[src/rtl/lsg_pkg.sv]
package lsg_pkg;
  localparam int unsigned AGE_W = 8;
  localparam int unsigned PA_W  = 12;

  typedef logic [AGE_W-1:0] age_t;
  typedef logic [PA_W-1:0]  paddr_t;

  // a strictly older than b, modulo wrap
  function automatic logic age_older(input age_t a, input age_t b);
    age_t d;
    d = a - b;
    return d[AGE_W-1];
  endfunction
endpackage

[src/rtl/lsg_store_queue.sv]
module lsg_store_queue
  import lsg_pkg::*;
#(
  parameter  int unsigned DEPTH = 16,
  localparam int unsigned IW    = $clog2(DEPTH)
) (
  input  logic                clk_i,
  input  logic                rst_ni,
  input  logic                alloc_i,
  input  age_t                alloc_age_i,
  output logic [IW-1:0]       alloc_idx_o,
  output logic                full_o,
  output logic                empty_o,
  input  logic                res_i,
  input  logic [IW-1:0]       res_idx_i,
  input  paddr_t              res_paddr_i,
  output age_t                res_age_o,
  input  logic                pop_i,
  output logic [DEPTH-1:0]    vld_o,
  output logic [DEPTH-1:0]    known_o,
  output age_t [DEPTH-1:0]    age_o,
  output paddr_t [DEPTH-1:0]  paddr_o
);
  logic [IW:0]          head_q, tail_q;
  logic [DEPTH-1:0]     vld_q, known_q;
  age_t [DEPTH-1:0]     age_q;
  paddr_t [DEPTH-1:0]   paddr_q;

  assign full_o      = (head_q[IW] != tail_q[IW]) && (head_q[IW-1:0] == tail_q[IW-1:0]);
  assign empty_o     = (head_q == tail_q);
  assign alloc_idx_o = tail_q[IW-1:0];
  assign res_age_o   = age_q[res_idx_i];
  assign vld_o       = vld_q;
  assign known_o     = known_q;
  assign age_o       = age_q;
  assign paddr_o     = paddr_q;

  always_ff @(posedge clk_i or negedge rst_ni) begin
    if (!rst_ni) begin
      head_q  <= '0;
      tail_q  <= '0;
      vld_q   <= '0;
      known_q <= '0;
      age_q   <= '0;
      paddr_q <= '0;
    end else begin
      if (alloc_i) begin
        vld_q[tail_q[IW-1:0]]   <= 1'b1;
        known_q[tail_q[IW-1:0]] <= 1'b0;
        age_q[tail_q[IW-1:0]]   <= alloc_age_i;
        tail_q                  <= tail_q + 1'b1;
      end
      if (res_i) begin
        known_q[res_idx_i] <= 1'b1;
        paddr_q[res_idx_i] <= res_paddr_i;
      end
      if (pop_i) begin
        vld_q[head_q[IW-1:0]] <= 1'b0;
        head_q                <= head_q + 1'b1;
      end
    end
  end

  AST_NO_OVERFLOW: assert property (@(posedge clk_i) disable iff (!rst_ni)
    alloc_i |-> !full_o);
  AST_NO_UNDERFLOW: assert property (@(posedge clk_i) disable iff (!rst_ni)
    pop_i |-> !empty_o);
  AST_RES_LIVE_SLOT: assert property (@(posedge clk_i) disable iff (!rst_ni)
    res_i |-> vld_q[res_idx_i]);
endmodule

[src/rtl/lsg_load_table.sv]
module lsg_load_table
  import lsg_pkg::*;
#(
  parameter int unsigned DEPTH    = 8,
  parameter int unsigned SQ_DEPTH = 16,
  parameter int unsigned PCI_W    = 6
) (
  input  logic                  clk_i,
  input  logic                  rst_ni,
  input  logic                  ins_i,
  input  age_t                  ins_age_i,
  input  paddr_t                ins_paddr_i,
  input  logic [PCI_W-1:0]      ins_pci_i,
  output logic                  full_o,
  input  logic                  chk_i,
  input  age_t                  chk_age_i,
  input  paddr_t                chk_paddr_i,
  output logic                  hit_o,
  output age_t                  hit_age_o,
  output logic [PCI_W-1:0]      hit_pci_o,
  input  logic [SQ_DEPTH-1:0]   sq_vld_i,
  input  age_t [SQ_DEPTH-1:0]   sq_age_i
);
  logic [DEPTH-1:0]             vld_q;
  age_t [DEPTH-1:0]             age_q;
  paddr_t [DEPTH-1:0]           pa_q;
  logic [DEPTH-1:0][PCI_W-1:0]  pci_q;

  logic [DEPTH-1:0] match, kill, retire, slot_oh;

  // per-entry violation match and retirement (no older store left)
  always_comb begin
    for (int i = 0; i < DEPTH; i++) begin
      match[i]  = chk_i && vld_q[i] && age_older(chk_age_i, age_q[i]) &&
                  (pa_q[i] == chk_paddr_i);
      retire[i] = vld_q[i];
      for (int j = 0; j < SQ_DEPTH; j++) begin
        if (sq_vld_i[j] && age_older(sq_age_i[j], age_q[i])) retire[i] = 1'b0;
      end
    end
  end

  // oldest matching load
  always_comb begin
    logic found;
    age_t best_age;
    logic [PCI_W-1:0] best_pci;
    found    = 1'b0;
    best_age = '0;
    best_pci = '0;
    for (int i = 0; i < DEPTH; i++) begin
      if (match[i] && (!found || age_older(age_q[i], best_age))) begin
        found    = 1'b1;
        best_age = age_q[i];
        best_pci = pci_q[i];
      end
    end
    hit_o     = found;
    hit_age_o = best_age;
    hit_pci_o = best_pci;
  end

  // squash drops the offender and everything younger
  always_comb begin
    for (int i = 0; i < DEPTH; i++) begin
      kill[i] = hit_o && vld_q[i] && !age_older(age_q[i], hit_age_o);
    end
  end

  // first free slot
  always_comb begin
    logic taken;
    taken   = 1'b0;
    slot_oh = '0;
    for (int i = 0; i < DEPTH; i++) begin
      if (!vld_q[i] && !taken) begin
        slot_oh[i] = 1'b1;
        taken      = 1'b1;
      end
    end
  end

  assign full_o = &vld_q;

  always_ff @(posedge clk_i or negedge rst_ni) begin
    if (!rst_ni) begin
      vld_q <= '0;
      age_q <= '0;
      pa_q  <= '0;
      pci_q <= '0;
    end else begin
      for (int i = 0; i < DEPTH; i++) begin
        if (retire[i] || kill[i]) begin
          vld_q[i] <= 1'b0;
        end else if (ins_i && slot_oh[i]) begin
          vld_q[i] <= 1'b1;
          age_q[i] <= ins_age_i;
          pa_q[i]  <= ins_paddr_i;
          pci_q[i] <= ins_pci_i;
        end
      end
    end
  end

  AST_LT_NO_OVERFLOW: assert property (@(posedge clk_i) disable iff (!rst_ni)
    ins_i |-> !full_o);
  AST_HIT_NEEDS_CHECK: assert property (@(posedge clk_i) disable iff (!rst_ni)
    hit_o |-> chk_i);
  AST_KILL_EMPTIES: assert property (@(posedge clk_i) disable iff (!rst_ni)
    hit_o |=> $countones(vld_q) < DEPTH);
endmodule

[src/rtl/lsg_wait_pred.sv]
module lsg_wait_pred #(
  parameter  int unsigned ENTRIES    = 64,
  parameter  int unsigned CLR_PERIOD = 4096,
  localparam int unsigned IW         = $clog2(ENTRIES),
  localparam int unsigned CW         = $clog2(CLR_PERIOD)
) (
  input  logic          clk_i,
  input  logic          rst_ni,
  input  logic [IW-1:0] lk_idx_i,
  output logic          lk_bit_o,
  input  logic          set_i,
  input  logic [IW-1:0] set_idx_i
);
  logic [ENTRIES-1:0] tbl_q;
  logic [CW-1:0]      cnt_q;
  logic               clr;

  assign clr      = (cnt_q == CW'(CLR_PERIOD - 1));
  assign lk_bit_o = tbl_q[lk_idx_i];

  always_ff @(posedge clk_i or negedge rst_ni) begin
    if (!rst_ni) begin
      cnt_q <= '0;
      tbl_q <= '0;
    end else begin
      cnt_q <= clr ? '0 : cnt_q + 1'b1;
      if (clr) tbl_q <= '0;
      if (set_i) tbl_q[set_idx_i] <= 1'b1;  // set wins over wipe
    end
  end

  AST_SET_STICKS: assert property (@(posedge clk_i) disable iff (!rst_ni)
    set_i |=> tbl_q[$past(set_idx_i)]);
  AST_PERIOD_WIPE: assert property (@(posedge clk_i) disable iff (!rst_ni)
    (clr && !set_i) |=> (tbl_q == '0));
endmodule

[src/rtl/load_issue_gate.sv]
module load_issue_gate
  import lsg_pkg::*;
#(
  parameter  int unsigned SQ_DEPTH   = 16,
  parameter  int unsigned LT_DEPTH   = 8,
  parameter  int unsigned WT_ENTRIES = 64,
  parameter  int unsigned CLR_PERIOD = 4096,
  parameter  int unsigned PC_W       = 32,
  parameter  int unsigned ADDR_W     = 32,
  localparam int unsigned SQ_IW      = $clog2(SQ_DEPTH),
  localparam int unsigned WT_IW      = $clog2(WT_ENTRIES)
) (
  input  logic                clk_i,
  input  logic                rst_ni,
  input  logic                st_alloc_i,
  input  logic [AGE_W-1:0]    st_age_i,
  output logic [SQ_IW-1:0]    st_idx_o,
  output logic                st_full_o,
  input  logic                st_res_i,
  input  logic [SQ_IW-1:0]    st_res_idx_i,
  input  logic [ADDR_W-1:0]   st_res_addr_i,
  input  logic                st_done_i,
  input  logic                ld_req_i,
  input  logic [PC_W-1:0]     ld_pc_i,
  input  logic [AGE_W-1:0]    ld_age_i,
  input  logic [ADDR_W-1:0]   ld_addr_i,
  output logic                ld_go_o,
  output logic                squash_o,
  output logic [AGE_W-1:0]    squash_age_o
);
  logic [SQ_DEPTH-1:0]  sq_vld, sq_known;
  age_t [SQ_DEPTH-1:0]  sq_age;
  paddr_t [SQ_DEPTH-1:0] sq_pa;
  logic                 sq_empty;
  age_t                 res_age;

  logic                 lt_full, hit;
  age_t                 hit_age;
  logic [WT_IW-1:0]     hit_pci, ld_pci;
  logic                 wait_bit;
  logic                 blk_any, blk_match;
  paddr_t               ld_pa;

  assign ld_pci = ld_pc_i[WT_IW+1:2];
  assign ld_pa  = ld_addr_i[PA_W-1:0];

  lsg_store_queue #(.DEPTH(SQ_DEPTH)) u_sq (
    .clk_i, .rst_ni,
    .alloc_i     (st_alloc_i),
    .alloc_age_i (st_age_i),
    .alloc_idx_o (st_idx_o),
    .full_o      (st_full_o),
    .empty_o     (sq_empty),
    .res_i       (st_res_i),
    .res_idx_i   (st_res_idx_i),
    .res_paddr_i (st_res_addr_i[PA_W-1:0]),
    .res_age_o   (res_age),
    .pop_i       (st_done_i),
    .vld_o       (sq_vld),
    .known_o     (sq_known),
    .age_o       (sq_age),
    .paddr_o     (sq_pa)
  );

  lsg_load_table #(.DEPTH(LT_DEPTH), .SQ_DEPTH(SQ_DEPTH), .PCI_W(WT_IW)) u_lt (
    .clk_i, .rst_ni,
    .ins_i       (ld_go_o),
    .ins_age_i   (ld_age_i),
    .ins_paddr_i (ld_pa),
    .ins_pci_i   (ld_pci),
    .full_o      (lt_full),
    .chk_i       (st_res_i),
    .chk_age_i   (res_age),
    .chk_paddr_i (st_res_addr_i[PA_W-1:0]),
    .hit_o       (hit),
    .hit_age_o   (hit_age),
    .hit_pci_o   (hit_pci),
    .sq_vld_i    (sq_vld),
    .sq_age_i    (sq_age)
  );

  lsg_wait_pred #(.ENTRIES(WT_ENTRIES), .CLR_PERIOD(CLR_PERIOD)) u_wp (
    .clk_i, .rst_ni,
    .lk_idx_i  (ld_pci),
    .lk_bit_o  (wait_bit),
    .set_i     (hit),
    .set_idx_i (hit_pci)
  );

  // older-store scan for the requesting load
  always_comb begin
    blk_any   = 1'b0;
    blk_match = 1'b0;
    for (int j = 0; j < SQ_DEPTH; j++) begin
      if (sq_vld[j] && age_older(sq_age[j], ld_age_i)) begin
        blk_any = 1'b1;
        if (sq_known[j] && (sq_pa[j] == ld_pa)) blk_match = 1'b1;
      end
    end
  end

  // resolve cycle holds loads so a fresh record never misses its check
  assign ld_go_o = ld_req_i && !st_res_i && !lt_full &&
                   (wait_bit ? !blk_any : !blk_match);

  always_ff @(posedge clk_i or negedge rst_ni) begin
    if (!rst_ni) begin
      squash_o     <= 1'b0;
      squash_age_o <= '0;
    end else begin
      squash_o     <= hit;
      squash_age_o <= hit ? hit_age : squash_age_o;
    end
  end

  AST_SQUASH_FROM_RESOLVE: assert property (@(posedge clk_i) disable iff (!rst_ni)
    squash_o |-> $past(st_res_i));
  AST_EMPTY_NO_SQUASH: assert property (@(posedge clk_i) disable iff (!rst_ni)
    (sq_empty && !st_res_i) |=> !squash_o);
endmodule

[config.mk]
export PLATFORM = sky130hd
export DESIGN_NAME = load_issue_gate
export DESIGN_NICKNAME = d
export VERILOG_FILES = /design/src/rtl/lsg_pkg.sv /design/src/rtl/lsg_store_queue.sv /design/src/rtl/lsg_load_table.sv /design/src/rtl/lsg_wait_pred.sv /design/src/rtl/load_issue_gate.sv
export SDC_FILE = /design/constraint.sdc
export NUM_CORES = 2
export LEC_CHECK = 0
export BUFFER_PORTS_ARGS = -buffer_cell sky130_fd_sc_hd__buf_2
export CAP_MARGIN = 20
export CORE_MARGIN = 4
export CORE_UTILIZATION = 65
export DETAILED_ROUTE_END_ITERATION = 10
export PLACE_DENSITY = 0.84
export REMOVE_ABC_BUFFERS = 1
export SLEW_MARGIN = 40
export SYNTH_ARGS = -nofsm -noshare
export SYNTH_HDL_FRONTEND = slang
export SYNTH_HIERARCHICAL = 1
export SYNTH_SLANG_ARGS = --single-unit
[constraint.sdc]
create_clock -name clk_i -period 35 [get_ports clk_i]
set_clock_uncertainty 0.05 [all_clocks]
set_input_delay 1.75 -clock clk_i [delete_from_list [all_inputs] [get_ports clk_i]]
set_output_delay 1.75 -clock clk_i [all_outputs]
set_load 0.02 [all_outputs]
==> flow_metrics.tcl <==
set metrics [dict create \
    hold_viol_final 0 \
    grt_antenna_before_repair 2 \
    firstDrtPassIters 6 \
    num_vias 48700 \
    clk_latency_ns 0.69 \
    cts.sinks 663 \
    cp_slowest_cell "a211oi_1" \
    row_count 110 \
    startpoint_type "primary input" \
    tightestPinTransition_ns 0.996 \
    coreArea_um2 89900 \
    setup_tns_ns 0 \
    drt_iter0_markers 6206 \
    ctsResizeCount 0 \
    syn_inst 5800 \
    vdd_drop_max_uv 55.5 \
    swShare 0.472 \
    maxCapViolations 0 \
    slowest_delay_ns 0.65 \
    yosys_warnings 6 \
    cts_tree "done" \
    max_slew_margin 0.334 \
    endpoint_kind "flop" \
    wl_per_cell_um 28.9 \
    max_freq_ghz 0.0373 \
    hold_ws_ns 0.429 \
    die_w_um 309 \
    cp_max_fo 26 \
    grt_util_all_layers 0.422 \
    final_cell_mix "1,011 x ha_1, 663 x dfrtp_1, 524 x mux2_2, 487 x xnor2_1, 362 x a21oi_1" \
    synthesis.area_um2 58800 \
    finalMaxSlewViolations 0 \
    htree_levels 3 \
    layout_min_cycle_time_ns 26.84 \
    fillers 6392 \
    crit_type "in -> reg" \
    drc 0 \
    final_nets 6970 \
    io_pins 137 \
    port_buffers 70 \
    dpl.cell_count 6933 \
    seq_area_um2 16600 \
    pwr-share-clk 0.162 \
    r2r_slack_ns 9.08 \
    clk_pin_slew_worst_paths_ns 0.06 \
    hp-class "reg -> reg" \
    grt_max_degree 90 \
    postCtsSetupBuffers 0 \
    drive_gt1_frac 0.164 \
    syn_avg_cell_area_um2 10.1 \
    hpwl_um 143000 \
    rsz0062_at_grt "false" \
    dieArea_um2 95400 \
    switching_power_mw 2.48 \
    grt_pass1_wl_um 303000 \
    p_seq_frac 0.269 \
    viasPerCell 6.89 \
    fin_cells 7070 \
    final_common_cell "ha_1" \
    routed_wl_um 205000 \
    cts_buffer_depth 3 \
    fin_util 0.705 \
    grt_pass1_vias 47500 \
    pwr-share-comb 0.569 \
    place_congestion 1.01 \
    cp_data_arrival_time_ns 27.37 \
    powerDensity_nw_per_um2 82.9 \
    p_leak_nw 31.0 \
    area_delta_synth_final_pct 7.70 \
    worstPathRequired_ns 35.53 \
    initial_core_util 0.655 \
    finalSetupViolations 0 \
    status "completed" \
    finalCritPeriodShare 0.767 \
    die_y_um 309 \
    intPower_mw 2.78 \
    cts_root_buf "clkbuf_16" \
    cts_made_buffers 76 \
    multi_input_area_um2 40700 \
    grt.overflow.total 0 \
    ant_nets 0 \
    cts-hold-fix-buffers 0 \
    critPathMostFrequentCell "a21o_1" \
]
[worst paths after layout]
path	start	endpoint	cells past startpoint
worst max-delay path	st_res_idx_i[0]	u_lt/vld_q[4]	106
worst min-delay path	u_sq/known_o[11]	u_sq/known_o[11]	1
worst max register to register	u_sq/age_o[18]	u_lt/vld_q[4]	103
worst min register to register	u_sq/known_o[11]	u_sq/known_o[11]	1
max in group asynchronous	rst_ni	u_sq/paddr_o[101]	4
min in group asynchronous	rst_ni	squash_o	1
[power by group through the flow]
stage,Clock (mW),Combinational (mW),Sequential (mW)
after CTS,0.856,2.87,1.39
after global routing,0.883,3.22,1.43
final,0.851,2.99,1.41
after detailed placement,0,2.84,1.40
after global placement,0,2.71,1.39
after floorplan,0,1.88,1.30
[layout make-up]
| type | count | share of cell area |
|---|---|---|
| clock buffer | 102 | 0.0336 |
| multi-input combinational | 4749 | 0.642 |
| sequential | 663 | 0.262 |
| tap | 1176 | 0.0232 |
| inverter | 139 | 0.00824 |
| timing repair buffer | 208 | 0.0236 |
| antenna | 1 | 0.0000395 |
| clock inverter | 32 | 0.00747 |
[critical path: cells and delay by family]
family                     cells  cell delay [ns]
AOI/OAI and AO/OA             41            10.08
xor gates and xnor gates       7             1.63
adders and majority gates      9             2.87
buffers and inverters         15             3.10
muxes                          3             1.28
and+or+nand+nor               31             6.56
[metal layers]
| metal | vias to the layer above | wire, µm | part of all wire | track usage |
|---|---|---|---|---|
| met5 | - | 11 | 0.000054 | 0 |
| met1 | 23500 | 80400 | 0.39 | 0.572 |
| li1 | 21200 | - | - | - |
| met4 | 2 | 12000 | 0.059 | 0.208 |
| met2 | 3201 | 85800 | 0.42 | 0.624 |
| met3 | 792 | 26300 | 0.13 | 0.119 |
[metrics by stage]
step,setup WS [ns],area (µm²),power (mW)
after floorplan,10.79,57600,3.18
after global placement,7.99,60500,4.10
after detailed placement,8.22,60700,4.25
after CTS,8.73,63300,5.12
after global routing,6.59,63400,5.53
final,8.16,63400,5.25
[registers in the layout, summed over array words and instances (netlist names)]
register,cells
u_sq/age_o,128
u_sq/paddr_o,192
squash_o,1
squash_age_o,8
u_sq/tail_q,5
u_sq/known_o,16
u_lt/pci_q,48
u_wp/tbl_q,64
u_lt/pa_q,96
u_lt/vld_q,8
u_sq/head_q,5
u_wp/cnt_q,12
u_sq/vld_o,16
u_lt/age_q,64
Note: power is estimated with default switching activity, not from simulation.
